--- config.mk ---
export PLATFORM = sky130hd
export DESIGN_NAME = rtc_dual_alarm
export DESIGN_NICKNAME = d
export VERILOG_FILES = /design/src/rtl/rtc_pkg.sv /design/src/rtl/rtc_prescaler.sv /design/src/rtl/rtc_counter.sv /design/src/rtl/rtc_alarm.sv /design/src/rtl/rtc_dual_alarm.sv
export SDC_FILE = /design/constraint.sdc
export NUM_CORES = 1
export LEC_CHECK = 0
export BUFFER_PORTS_ARGS = -buffer_cell sky130_fd_sc_hd__buf_2
export CORE_MARGIN = 2
export CORE_UTILIZATION = 25
export CTS_CLUSTER_SIZE = 28
export DETAILED_ROUTE_END_ITERATION = 10
export GPL_ROUTABILITY_DRIVEN = 0
export PLACE_DENSITY = 0.37
export SYNTH_ARGS = -nofsm -noshare
export SYNTH_HDL_FRONTEND = slang
export SYNTH_SLANG_ARGS = --single-unit
--- constraint.sdc ---
create_clock -name clk -period 3.5 [get_ports clk]
set_input_delay 0.525 -clock clk [delete_from_list [all_inputs] [get_ports clk]]
set_output_delay 0.525 -clock clk [all_outputs]
set_load 0.02 [all_outputs]
--- src/rtl/rtc_pkg.sv ---
package rtc_pkg;

    // Register byte offsets (decoded by neighbours' software)
    localparam int OFS_COUNT  = 'h00;
    localparam int OFS_ALM_A  = 'h04;
    localparam int OFS_STATUS = 'h08;
    localparam int OFS_PRESC  = 'h0C;
    localparam int OFS_ALM_B  = 'h18;
    localparam int OFS_RUNSEL = 'h1C;
    localparam int OFS_SPARE  = 'h40;

    // Status bit positions
    localparam int SB_A_PEND = 0;
    localparam int SB_T_PEND = 1;
    localparam int SB_A_EN   = 2;
    localparam int SB_T_EN   = 3;
    localparam int SB_B_PEND = 4;
    localparam int SB_B_EN   = 6;

    localparam logic [1:0] RUNSEL_GO = 2'b11;

    localparam int NUM_ALARMS = 2;

    // One bit per event source
    typedef struct packed {
        logic alm_b;
        logic tick;
        logic alm_a;
    } evt_t;

    function automatic int alarm_offset(input int idx);
        return (idx == 0) ? OFS_ALM_A : OFS_ALM_B;
    endfunction

    function automatic logic [6:0] status_bits(input evt_t pend, input evt_t en);
        logic [6:0] s;
        s = '0;
        s[SB_A_PEND] = pend.alm_a;
        s[SB_T_PEND] = pend.tick;
        s[SB_A_EN]   = en.alm_a;
        s[SB_T_EN]   = en.tick;
        s[SB_B_PEND] = pend.alm_b;
        s[SB_B_EN]   = en.alm_b;
        return s;
    endfunction

endpackage

--- src/rtl/rtc_prescaler.sv ---
module rtc_prescaler #(
    parameter int DIV_W = 16
) (
    input  logic             clk,
    input  logic             rst,
    input  logic             run,
    input  logic             restart,
    input  logic [DIV_W-1:0] div,
    output logic             tick
);
    localparam int PH_W = DIV_W + 1;

    logic [PH_W-1:0] phase;
    logic [PH_W-1:0] last_phase;

    // Period is 2*(div+1): phase runs 0 .. 2*div+1
    assign last_phase = {div, 1'b1};
    assign tick       = run && (phase == last_phase);

    always_ff @(posedge clk) begin
        if (rst || restart) begin
            phase <= '0;
        end else if (run) begin
            phase <= tick ? '0 : phase + PH_W'(1);
        end
    end

    // phase never runs past the terminal value
    assert_phase_bounded_R3: assert property (@(posedge clk) disable iff (rst)
        phase <= last_phase);

endmodule

--- src/rtl/rtc_counter.sv ---
module rtc_counter #(
    parameter int CNT_W = 32
) (
    input  logic             clk,
    input  logic             rst,
    input  logic             load,
    input  logic [CNT_W-1:0] load_val,
    input  logic             inc,
    output logic [CNT_W-1:0] value,
    output logic [CNT_W-1:0] value_next
);
    assign value_next = value + CNT_W'(1);

    always_ff @(posedge clk) begin
        if (rst) begin
            value <= '0;
        end else if (load) begin
            value <= load_val;
        end else if (inc) begin
            value <= value_next;
        end
    end

    // a step adds exactly one, wrapping at the top
    assert_count_step_R4: assert property (@(posedge clk) disable iff (rst)
        (inc && !load) |=> (value == $past(value) + CNT_W'(1)));

    // a load takes the written value
    assert_load_value_R5: assert property (@(posedge clk) disable iff (rst)
        load |=> (value == $past(load_val)));

endmodule

--- src/rtl/rtc_alarm.sv ---
module rtc_alarm #(
    parameter int CNT_W = 32
) (
    input  logic             clk,
    input  logic             rst,
    input  logic             wr,
    input  logic [CNT_W-1:0] wdata,
    input  logic             step,
    input  logic [CNT_W-1:0] next_val,
    output logic [CNT_W-1:0] value,
    output logic             hit
);
    always_ff @(posedge clk) begin
        if (rst) begin
            value <= '0;
        end else if (wr) begin
            value <= wdata;
        end
    end

    // Match only when the count steps onto the alarm value
    assign hit = step && (next_val == value);

endmodule

--- src/rtl/rtc_dual_alarm.sv ---
module rtc_dual_alarm
    import rtc_pkg::*;
#(
    parameter int CNT_W  = 32,
    parameter int DIV_W  = 16,
    parameter int ADDR_W = 8
) (
    input  logic              clk,
    input  logic              rst,
    input  logic              bus_wr,
    input  logic [ADDR_W-1:0] bus_addr,
    input  logic [CNT_W-1:0]  bus_wdata,
    output logic [CNT_W-1:0]  bus_rdata,
    output logic              irq
);
    // Address decode
    logic wr_count, wr_status, wr_presc, wr_runsel, wr_spare;
    assign wr_count  = bus_wr && (bus_addr == ADDR_W'(OFS_COUNT));
    assign wr_status = bus_wr && (bus_addr == ADDR_W'(OFS_STATUS));
    assign wr_presc  = bus_wr && (bus_addr == ADDR_W'(OFS_PRESC));
    assign wr_runsel = bus_wr && (bus_addr == ADDR_W'(OFS_RUNSEL));
    assign wr_spare  = bus_wr && (bus_addr == ADDR_W'(OFS_SPARE));

    logic [DIV_W-1:0] presc_q;
    logic [1:0]       runsel_q;
    logic [CNT_W-1:0] spare_q;
    evt_t             pend_q, en_q;

    logic run, tick, step;
    logic [CNT_W-1:0] count, count_next;

    assign run = (runsel_q == RUNSEL_GO);

    rtc_prescaler #(.DIV_W(DIV_W)) u_presc (
        .clk     (clk),
        .rst     (rst),
        .run     (run),
        .restart (wr_presc || wr_count),
        .div     (presc_q),
        .tick    (tick)
    );

    // A software load takes priority over a tick
    assign step = tick && !wr_count;

    rtc_counter #(.CNT_W(CNT_W)) u_count (
        .clk        (clk),
        .rst        (rst),
        .load       (wr_count),
        .load_val   (bus_wdata),
        .inc        (step),
        .value      (count),
        .value_next (count_next)
    );

    logic [CNT_W-1:0] alm_val [NUM_ALARMS];
    logic [NUM_ALARMS-1:0] alm_hit;

    for (genvar gi = 0; gi < NUM_ALARMS; gi++) begin : g_alarm
        rtc_alarm #(.CNT_W(CNT_W)) u_alarm (
            .clk      (clk),
            .rst      (rst),
            .wr       (bus_wr && (bus_addr == ADDR_W'(alarm_offset(gi)))),
            .wdata    (bus_wdata),
            .step     (step),
            .next_val (count_next),
            .value    (alm_val[gi]),
            .hit      (alm_hit[gi])
        );
    end

    // Event set and clear vectors
    evt_t ev_set, ev_clr;
    always_comb begin
        ev_set.alm_a = alm_hit[0] && en_q.alm_a;
        ev_set.alm_b = alm_hit[1] && en_q.alm_b;
        ev_set.tick  = step;
        ev_clr       = '0;
        if (wr_status) begin
            ev_clr.alm_a = bus_wdata[SB_A_PEND];
            ev_clr.tick  = bus_wdata[SB_T_PEND];
            ev_clr.alm_b = bus_wdata[SB_B_PEND];
        end
    end

    always_ff @(posedge clk) begin
        if (rst) begin
            presc_q  <= '0;
            runsel_q <= '0;
            spare_q  <= '0;
            pend_q   <= '0;
            en_q     <= '0;
        end else begin
            if (wr_presc)  presc_q  <= bus_wdata[DIV_W-1:0];
            if (wr_runsel) runsel_q <= bus_wdata[1:0];
            if (wr_spare)  spare_q  <= bus_wdata;
            if (wr_status) begin
                en_q.alm_a <= bus_wdata[SB_A_EN];
                en_q.tick  <= bus_wdata[SB_T_EN];
                en_q.alm_b <= bus_wdata[SB_B_EN];
            end
            // set wins over a concurrent clear
            pend_q <= (pend_q & ~ev_clr) | ev_set;
        end
    end

    assign irq = |(pend_q & en_q);

    // Registered read path
    logic [CNT_W-1:0] rd_mux;
    always_comb begin
        rd_mux = '0;
        if      (bus_addr == ADDR_W'(OFS_COUNT))  rd_mux = count;
        else if (bus_addr == ADDR_W'(OFS_ALM_A))  rd_mux = alm_val[0];
        else if (bus_addr == ADDR_W'(OFS_STATUS)) rd_mux = CNT_W'(status_bits(pend_q, en_q));
        else if (bus_addr == ADDR_W'(OFS_PRESC))  rd_mux = CNT_W'(presc_q);
        else if (bus_addr == ADDR_W'(OFS_ALM_B))  rd_mux = alm_val[1];
        else if (bus_addr == ADDR_W'(OFS_RUNSEL)) rd_mux = CNT_W'(runsel_q);
        else if (bus_addr == ADDR_W'(OFS_SPARE))  rd_mux = spare_q;
    end

    always_ff @(posedge clk) begin
        if (rst) bus_rdata <= '0;
        else     bus_rdata <= rd_mux;
    end

    // count frozen unless run select is 3 (or software loads it)
    assert_frozen_when_stopped_R6: assert property (@(posedge clk) disable iff (rst)
        (!run && !wr_count) |=> $stable(count));

    // every tick leaves tick pending set
    assert_tick_sets_pending_R8: assert property (@(posedge clk) disable iff (rst)
        step |=> pend_q.tick);

    // alarm A pending cannot appear while disarmed
    assert_alarm_a_needs_enable_R9: assert property (@(posedge clk) disable iff (rst)
        (!en_q.alm_a && !pend_q.alm_a) |=> !pend_q.alm_a);

    // alarm B pending cannot appear while disarmed
    assert_alarm_b_needs_enable_R10: assert property (@(posedge clk) disable iff (rst)
        (!en_q.alm_b && !pend_q.alm_b) |=> !pend_q.alm_b);

    // write-one clears tick pending when no tick competes
    assert_w1c_clears_R11: assert property (@(posedge clk) disable iff (rst)
        (wr_status && bus_wdata[SB_T_PEND] && !step) |=> !pend_q.tick);

endmodule

==> results of run 1 <==
-- per-layer routing --
metal	part of all wire [%]	up-vias	track usage, %
li1	-	4706	-
met1	50	4667	27.42
met2	45	239	29.39
met3	4.4	35	2.027
met4	1.6	0	3.983
met5	0	-	0
-- where the power goes --
part           internal (mW)  switching (mW)
Sequential              2.29         0.00301
Clock                   1.68            1.07
Combinational         0.0347           0.104
Total                   4.01            1.18
-- worst min-delay path, cell delays in order --
cell	delay [ns]
buf_2	0.13
nand2_1	0.05
a21oi_1	0.05
-- cell type report --
type | instances | area [um2] | share of cell area, %
clock inverters | 8 | 115.1 | 0.9468
clock buffers | 37 | 743.2 | 6.113
inverters | 9 | 33.78 | 0.2779
repair buffers | 145 | 919.6 | 7.564
well taps | 525 | 656.9 | 5.403
flip-flops and latches | 201 | 4024 | 33.10
multi-input cells | 985 | 5665 | 46.60
-- sequential cells by signal, indices dropped and copies added (netlist names) --
name / flops
pend_q: 3
bus_rdata: 32
u_presc.phase: 17
u_count.value: 32
presc_q: 16
spare_q: 32
en_q: 3
runsel_q: 2
g_alarm.u_alarm.value: 64
-- path summary, 6_finish.rpt --
| path | from | endpoint | slack [ns] | cells after the start |
|---|---|---|---|---|
| hold reg to reg | spare_q[3] | spare_q[3] | 0.45 | 2 |
| setup reg to reg | u_count.value[4] | pend_q[2] | 0.20 | 8 |
| setup / recovery | u_count.value[4] | pend_q[2] | 0.20 | 8 |
| hold / removal | bus_wdata[30] | g_alarm[1].u_alarm.value[30] | 0.26 | 3 |
-- placed cells by master, fill, tap and decap left out, types with 23 or more instances in the layout --
cell type / n
buf_4: 69
dfxtp_1: 201
or3_1: 23
xor2_1: 49
nor2_1: 93
nand3_1: 34
nand4_1: 27
clkbuf_16: 27
nand2_1: 288
xnor2_1: 78
a222oi_1: 27
o21ai_0: 34
buf_2: 74
a311oi_1: 24
a21oi_1: 160
-- timing repair --
action / 4_1_cts / 5_1_grt
setup endpoints to repair: 0 / 1
hold buffers: 0 / 0
resized for setup: 0 / 0
-- through the flow --
stage,instance area [um2],hold slack (ns),setup WS (ns)
floorplan,10130,0.4357,0.2555
global placement,11300,0.4422,0.2732
detailed placement,11300,0.4478,0.2054
CTS,12160,0.2378,0.1880
global route,12160,0.2507,0.0005764
finish,12160,0.2629,0.1994
-- cell families (layout without fill, tap and decap cells) --
group,count (synthesis),count (layout)
simple gates,547,547
xor+xnor,129,129
buf+inv,114,199
compound gates,296,296
flops,201,201
mux,11,11
fa+ha+maj,2,2
==> key figures, run 1 <==
Global routing
  – GR Overflow Total: 0
  – Initial antenna violation count: 0
  – Vias in the first global route: 9184
  – Wire length of the first global-routing pass: 59.63 mm
  – Pin count of the biggest net entering global routing: between 70 and 80
  – Total Routing Usage GR: about a fifth

Clock tree
  – CTS sink count: approximately 200
  – Setup bufs post-CTS: 0
  – CTS tree: built
  – Worst-case clock buffer depth: 3
  – H-tree depth: 1
  – Clock slew at reported path FFs: roughly 0.060 ns
  – Clk Tree Root Cell: clkbuf_16
  – Clock Latency Late Sink: around 0.55 ns
  – TritonCTS Buffers: 26

Floorplanning
  – Core Area: 0.03982 mm2
  – Starting Density: 25.43%
  – Ports: 76
  – Die Wd: slightly above 200 um
  – Floorplan row count: 73
  – Die area: 0.04214 mm2
  – Die Y: 205.3 um

Synthesis
  – Largest family of logic cells by synthesized area: simple AND/OR/NAND/NOR gates
  – Post-synthesis mux area share: 1.087%
  – Post-Synthesis Cells: 1300
  – Post-synth top area share: around two fifths
  – Synth Area in Compound Gates: 18.40%
  – Post-synth ARST share: 0%
  – Commonest cells post-synth: nand2_1 (289), dfxtp_1 (201), a21oi_1 (160), nor2_1 (93), clkbuf_1 (92)
  – Count leader, synth: nand2_1
  – Avg Inst Size Synth: 7.790 um2
  – Mapped Area: 0.01013 mm2
  – Synth cell types: 54
  – Synthesis-stage register bit count: 201
  – Ys Warns: 0
  – Simple-gate share of the synthesized area: 24.52%
  – Leading area contributor after synthesis: dfxtp_1
  – Synth Flop Type: dfxtp_1
  – Post-Synth Adder-Cell Area: 0.2471%
  – Top cells by area, synth: dfxtp_1 (40%), nand2_1 (11%), a21oi_1 (7.9%)
  – XOR/XNOR share of the synthesized area: 11.45%
  – Syn Nets: 1345
  – Post-synth EDFFs: 0
  – Post-synthesis sequential area ratio: roughly two fifths

Worst setup path
  – CP Data Required Time: 3.97 ns
  – Slowest cell on crit path: or4_1
  – Crit-path leading delay family: simple AND/OR/NAND/NOR gates
  – Most frequent CP cell: or4_1
  – Ordered list of cells on the worst path: nand4_4, or4_1, nor4_1, xnor2_1, o221ai_1, or4b_1, or4_1, o21ai_0
  – Worst Setup Start Kind: register
  – Crit Path Class: register to register
  – Worst-path fanout max: 8
  – Crit path largest cell delay: 0.64 ns
  – Crit path arrival time: 3.77 ns
  – Critical Path Sink Type: register
  – Worst path bufs/invs: 0

Placed design
  – Inst Count DP: approximately 1900
  – Placed wire-length estimate: 28.66 mm
  – Port bufs: between 70 and 80

Routing
  – Routed Antenna Nets: 0
  – Routed wire length: between 30 and 40 mm
  – Routed wire per std cell: 20.65 um
  – Drt pass-1 iters: 7
  – Initial DRC count: 704
  – Detailed-route DRC error count: 0
  – Routed vias/inst: 5.051
  – Vias: 9647

STA
  – Slew headroom: around 45%
  – Clock skew: between 0.01 and 0.015 ns
  – Max Fclk: 303.0 MHz
  – RSZ-0062 raised after global routing: false
  – Final setup vio count: 0
  – Hold Vio Cnt, Final: 0
  – Final cycle utilization of the critical path: 94.30%
  – Total negative slack: 0 ns
  – Worst slew pin tran: 0.8181 ns
  – Slew Viols, Final: 0
  – Period minus WS final: 3.301 ns

Power
  – Maximum VDD drop: 0.0002898 V
  – Leak: 4.126 nW
  – Final Total Pwr: 5.186 mW
  – Power Density: 426.6 mW/mm2

Finish
  – Share of cells above drive strength 1: between 10% and 20%
  – Fin util: 30.53%
  – Non-filler cells, final: 1910
  – Diodes inserted: 0
  – Fillers: around 4400
  – P&R area growth vs syn: 20.05%
  – Final nets: 1413

Run
  – Maxcap violations: 0

Min path
  – Min-delay worst type: input pin to register

Status
  – Status: finished clean
No activity file was read; power rests on OpenSTA's default activity.
==> run 2: changes to the inputs <==
Settings changed: CTS_BUF_LIST set to sky130_fd_sc_hd__clkbuf_16.
==> key figures, run 2 (same netlist as run 1, synthesis figures left out) <==
Worst setup path
  – Slowest cell on crit path: or4_1
  – Worst path bufs/invs: 2
  – Crit Path Class: register to register
  – CP Data Required Time: 3.97 ns
  – Crit path arrival time: 3.72 ns
  – Ordered list of cells on the worst path: ha_1, buf_4, nand3_1, nor4_1, buf_4, and3_1, xnor2_1, nand2_1, or4b_1, or4_1, o21ai_0
  – Crit-path leading delay family: simple AND/OR/NAND/NOR gates
  – Worst Setup Start Kind: register
  – Worst-path fanout max: 10
  – RR Endpoint: pend_q[2]
  – Critical Path Sink Type: register
  – Crit path largest cell delay: ~0.55 ns
  – R2R Setup Slk: around 0.26 ns
  – Most frequent CP cell: buf_4
  – R2r worst-path depth: 11
  – RR Startpoint: u_count.value[1]

Clock tree
  – H-tree depth: 1
  – CTS sink count: 201
  – Worst-case clock buffer depth: 3
  – Clk Tree Root Cell: clkbuf_16
  – Post-CTS Resized: 0
  – CTS tree: built
  – Setup bufs post-CTS: 0
  – TritonCTS Buffers: 26
  – # hold bufs at CTS: 0
  – Clock slew at reported path FFs: 0.06 ns
  – Clock Latency Late Sink: 0.55 ns

Floorplanning
  – Core Area: 0.03982 mm2
  – Starting Density: 25.43%
  – Die Y: roughly 210 um
  – Floorplan row count: 73
  – Ports: 76
  – Die area: 0.04214 mm2
  – Die Wd: 205.3 um

Global routing
  – GR peak layer: met2
  – Met2 Track Usage GR: 29.39%
  – GRT met3 Usage: 2.027%
  – Vias in the first global route: 9179
  – Pin count of the biggest net entering global routing: 73
  – Grt met1 use: 27.42%
  – Total Routing Usage GR: 18.70%
  – Wire length of the first global-routing pass: about 60 mm
  – GR Overflow Total: 0
  – Initial antenna violation count: 0

Min path
  – WHS Path Cells: 3
  – Min-delay worst type: input pin to register
  – Worst Min Path Start: bus_wdata[30]
  – Worst Hold Endpoint: g_alarm[1].u_alarm.value[30]

Routing
  – Routed vias/inst: 5.048
  – Drt pass-1 iters: 8
  – Vias: 9641
  – Detailed-route DRC error count: 0
  – Routed wire per std cell: 20.66 um
  – Routed Antenna Nets: 0
  – Routed wire length: 39.46 mm
  – Initial DRC count: approximately 730

Power
  – Maximum VDD drop: 0.0002885 V
  – Final Total Pwr: 5.101 mW
  – Switching fraction of total power: 23.10%
  – Clk pwr share: 52.3%
  – Power Density: 420.4 mW/mm2
  – Leak: 4.138 nW
  – Sequential share of power: 45.0%
  – Switching power: 1.179 mW
  – Pint: 3.922 mW
  – Combinational fraction of design power: 2.7%

Status
  – Status: finished clean

STA
  – Final setup vio count: 0
  – Total negative slack: 0 ns
  – Clock skew: 0.01237 ns
  – Slew headroom: 45.96%
  – Worst slew pin tran: 0.8106 ns
  – Period minus WS final: 3.244 ns
  – Slew Viols, Final: 0
  – Hold slack: 0.2617 ns
  – Final cycle utilization of the critical path: 92.69%
  – Max Fclk: 308.2 MHz
  – Hold Vio Cnt, Final: 0
  – RSZ-0062 raised after global routing: false

Placed design
  – Dpl cell area: 0.01130 mm2
  – Placed wire-length estimate: around 29 mm
  – Port bufs: 75

Finish
  – P&R area growth vs syn: 19.82%
  – Commonest non-fill, non-tap cell in the layout: nand2_1
  – Final nets: 1413
  – Share of cells above drive strength 1: 13.79%
  – Fin area: approximately 0.012 mm2
  – Max reg flops: 64
  – Top reg by flops: g_alarm.u_alarm.value
  – Most frequent cells in the layout: nand2_1 (288), dfxtp_1 (201), a21oi_1 (160)
  – Diodes inserted: 0
  – Fillers: 4367

Run
  – Maxcap violations: 0
[run 2: cell count changes in the layout (fill, tap and decap cells not counted)]
cell      change
clkbuf_1      -7
clkbuf_8      -3
clkinv_1      +3
inv_1         +7
nor4_1        -1
nor4_2        +1
[run 2: final cells by class]
class                   instances  area [um2]  share of cell area (%)
clock buffers                  27       675.6                   5.568
clock inverters                18       152.6                   1.258
inverters                       9       33.78                  0.2784
multi-input cells             985        5672                   46.74
flip-flops and latches        201        4024                   33.16
well taps                     525       656.9                   5.414
repair buffers                145       919.6                   7.579
[run 2: power groups by stage]
| stage | Sequential [mW] | Combinational (mW) | Clock [mW] |
|---|---|---|---|
| after detailed placement | 2.34 | 0.141 | 0 |
| after global placement | 2.34 | 0.141 | 0 |
| final | 2.29 | 0.138 | 2.67 |
| after global routing | 2.29 | 0.151 | 2.83 |
| after CTS | 2.29 | 0.141 | 2.74 |
| after floorplan | 2.34 | 0.0589 | 0 |
[run 2: worst max path at each step]
stage / cells past startpoint / end / start / slack, ns
after detailed placement: 9 / pend_q[2] / u_count.value[1] / 0.21
after floorplan: 9 / pend_q[2] / u_count.value[14] / 0.26
after global placement: 9 / pend_q[2] / u_count.value[1] / 0.27
after CTS: 9 / pend_q[2] / u_count.value[1] / 0.19
final: 11 / pend_q[2] / u_count.value[1] / 0.26
after global routing: 9 / pend_q[2] / u_count.value[9] / 0.06
[run 2: metal layers]
metal  part of all wire [%]  wire, um
met1                     49     19500
met3                    4.4      1732
met5                      0         0
met2                     45     17620
met4                    1.5       605
[run 2: through the flow]
step           util, %  instances  worst slack (ns)
6_report         30.47       1910            0.2558
2_1_floorplan        -       1300            0.2555
3_3_place_gp     28.37       1865            0.2732
3_5_place_dp     28.37       1865            0.2054
4_1_cts          30.45       1910            0.1872
5_1_grt          30.47       1910           0.05556
[run 2: worst min-delay path: cells and delay by family]
kind | cells | cell delay, ns
buf+inv | 1 | 0.13
simple gates | 1 | 0.05
compound gates | 1 | 0.05
==> run 3: changes to the inputs <==
Settings changed: MAX_ROUTING_LAYER set to met4.
==> key figures, run 3 (same netlist as run 1, synthesis figures left out) <==
Power
  – Pint: 3.922 mW
  – Leak: 4.138 nW
  – Switching fraction of total power: 23.08%
  – Sequential share of power: 45.0%
  – Switching power: ~1.2 mW
  – Clk pwr share: 52.3%
  – Power Density: 420.2 mW/mm2
  – Combinational fraction of design power: 2.7%
  – Maximum VDD drop: 0.0002891 V

Min path
  – Worst Min Path Start: bus_wdata[30]
  – Min-delay worst type: input pin to register

Global routing
  – Vias in the first global route: 9187
  – Wire length of the first global-routing pass: 59.64 mm
  – Pin count of the biggest net entering global routing: 73
  – GR Overflow Total: 0
  – Total Routing Usage GR: 19.23%
  – Initial antenna violation count: 0

Clock tree
  – Clock slew at reported path FFs: 0.06 ns
  – TritonCTS Buffers: 26
  – CTS tree: built
  – H-tree depth: 1
  – Worst-case clock buffer depth: 3
  – Setup bufs post-CTS: 0
  – Clock Latency Late Sink: 0.55 ns
  – Clk Tree Root Cell: clkbuf_16
  – # hold bufs at CTS: 0
  – CTS sink count: 201
  – Post-CTS Resized: 0

Worst setup path
  – Most frequent CP cell: buf_4
  – CP Data Required Time: 3.97 ns
  – Slowest cell on crit path: or4_1
  – Ordered list of cells on the worst path: ha_1, buf_4, nand3_1, nor4_1, buf_4, and3_1, xnor2_1, nand2_1, or4b_1, or4_1, o21ai_0
  – Critical Path Sink Type: register
  – Crit Path Class: register to register
  – Crit-path leading delay family: simple AND/OR/NAND/NOR gates
  – Crit path largest cell delay: approximately 0.55 ns
  – Crit path arrival time: 3.74 ns
  – Worst path bufs/invs: 2
  – RR Startpoint: u_count.value[1]
  – Crit path from: u_count.value[1]
  – Worst Setup Start Kind: register
  – Worst-path fanout max: 10

STA
  – Slew Viols, Final: 0
  – Max Fclk: about 300 MHz
  – RSZ-0062 raised after global routing: false
  – Slew headroom: between 40% and 50%
  – Period minus WS final: between 3 and 4 ns
  – Total negative slack: 0 ns
  – Final cycle utilization of the critical path: 93.25%
  – Hold Vio Cnt, Final: 0
  – Final setup vio count: 0
  – Worst slew pin tran: 0.8160 ns
  – Clock skew: between 0.01 and 0.015 ns

Floorplanning
  – Die Y: around 200 um
  – Die area: about 0.042 mm2
  – Floorplan row count: between 70 and 80
  – Ports: 76
  – Die Wd: 205.3 um
  – Starting Density: 25.43%
  – Core Area: about 0.04 mm2

Finish
  – Most frequent cells in the layout: nand2_1 (288), dfxtp_1 (201), a21oi_1 (160)
  – Final nets: approximately 1400
  – Fillers: between 4000 and 5000
  – Top reg by flops: g_alarm.u_alarm.value
  – P&R area growth vs syn: 19.82%
  – Share of cells above drive strength 1: 13.79%
  – Commonest non-fill, non-tap cell in the layout: nand2_1
  – Register area: 0.004024 mm2
  – Max reg flops: 64
  – Area of the multi-input gates: around 0.0057 mm2
  – Diodes inserted: 0
  – Fin area: around 0.012 mm2

Routing
  – Routed vias/inst: around 5
  – Vias: 9593
  – Drt pass-1 iters: 8
  – Routed wire per std cell: 20.69 um
  – Initial DRC count: 715
  – Routed wire length: 39.51 mm
  – Detailed-route DRC error count: 0
  – Routed Antenna Nets: 0

Placed design
  – Placed wire-length estimate: 28.66 mm
  – Port bufs: between 70 and 80
  – Dpl cell area: 0.01130 mm2

Run
  – Maxcap violations: 0

Status
  – Status: finished clean
## run 3: cell counts in the layout (fill, tap and decap cells not counted)
Identical to the previous run, type by type.
## run 3: layout make-up
cell class                      instances  area share, %
Clock buffer                           27          5.568
Clock inverter                         18          1.258
Inverter                                9         0.2784
Multi-Input combinational cell        985          46.74
Sequential cell                       201          33.16
Tap cell                              525          5.414
Timing Repair Buffer                  145          7.579
## run 3: per-stage QoR
step | setup slack [ns] | total power, mW | util [%] | hold slack [ns] | std cells
floorplan | 0.2555 | 2.401 | - | 0.4357 | 1300
global placement | 0.2732 | 2.485 | 28.37 | 0.4422 | 1865
detailed placement | 0.2054 | 2.485 | 28.37 | 0.4478 | 1865
CTS | 0.1872 | 5.171 | 30.45 | 0.2387 | 1910
global route | 0.05556 | 5.276 | 30.47 | 0.2504 | 1910
finish | 0.2363 | 5.099 | 30.47 | 0.2620 | 1910
## run 3: worst min-delay path, cell delays in order
cell	delay, ns
buf_2	0.13
nand2_1	0.05
a21oi_1	0.05
## run 3: worst paths after layout
path / to / slack (ns) / cells past startpoint
worst max register to register: pend_q[2] / 0.24 / 11
worst max-delay path: pend_q[2] / 0.24 / 11
worst min register to register: spare_q[3] / 0.45 / 2
worst min-delay path: g_alarm[1].u_alarm.value[30] / 0.26 / 3
## run 3: per-layer routing
layer | track usage [%] | vias to the layer above | share of wire, %
met4 | 3.983 | 0 | 1.4
met5 | - | - | 0
met2 | 29.38 | 203 | 45
li1 | - | 4705 | -
met1 | 27.45 | 4651 | 50
met3 | 1.964 | 34 | 4.1
## run 3: power groups by stage
| stage | sequential, mW | clock, mW | combinational [mW] |
|---|---|---|---|
| after floorplan | 2.34 | 0 | 0.0589 |
| after global routing | 2.29 | 2.83 | 0.151 |
| final | 2.29 | 2.67 | 0.138 |
| after global placement | 2.34 | 0 | 0.141 |
| after detailed placement | 2.34 | 0 | 0.141 |
| after CTS | 2.29 | 2.74 | 0.141 |
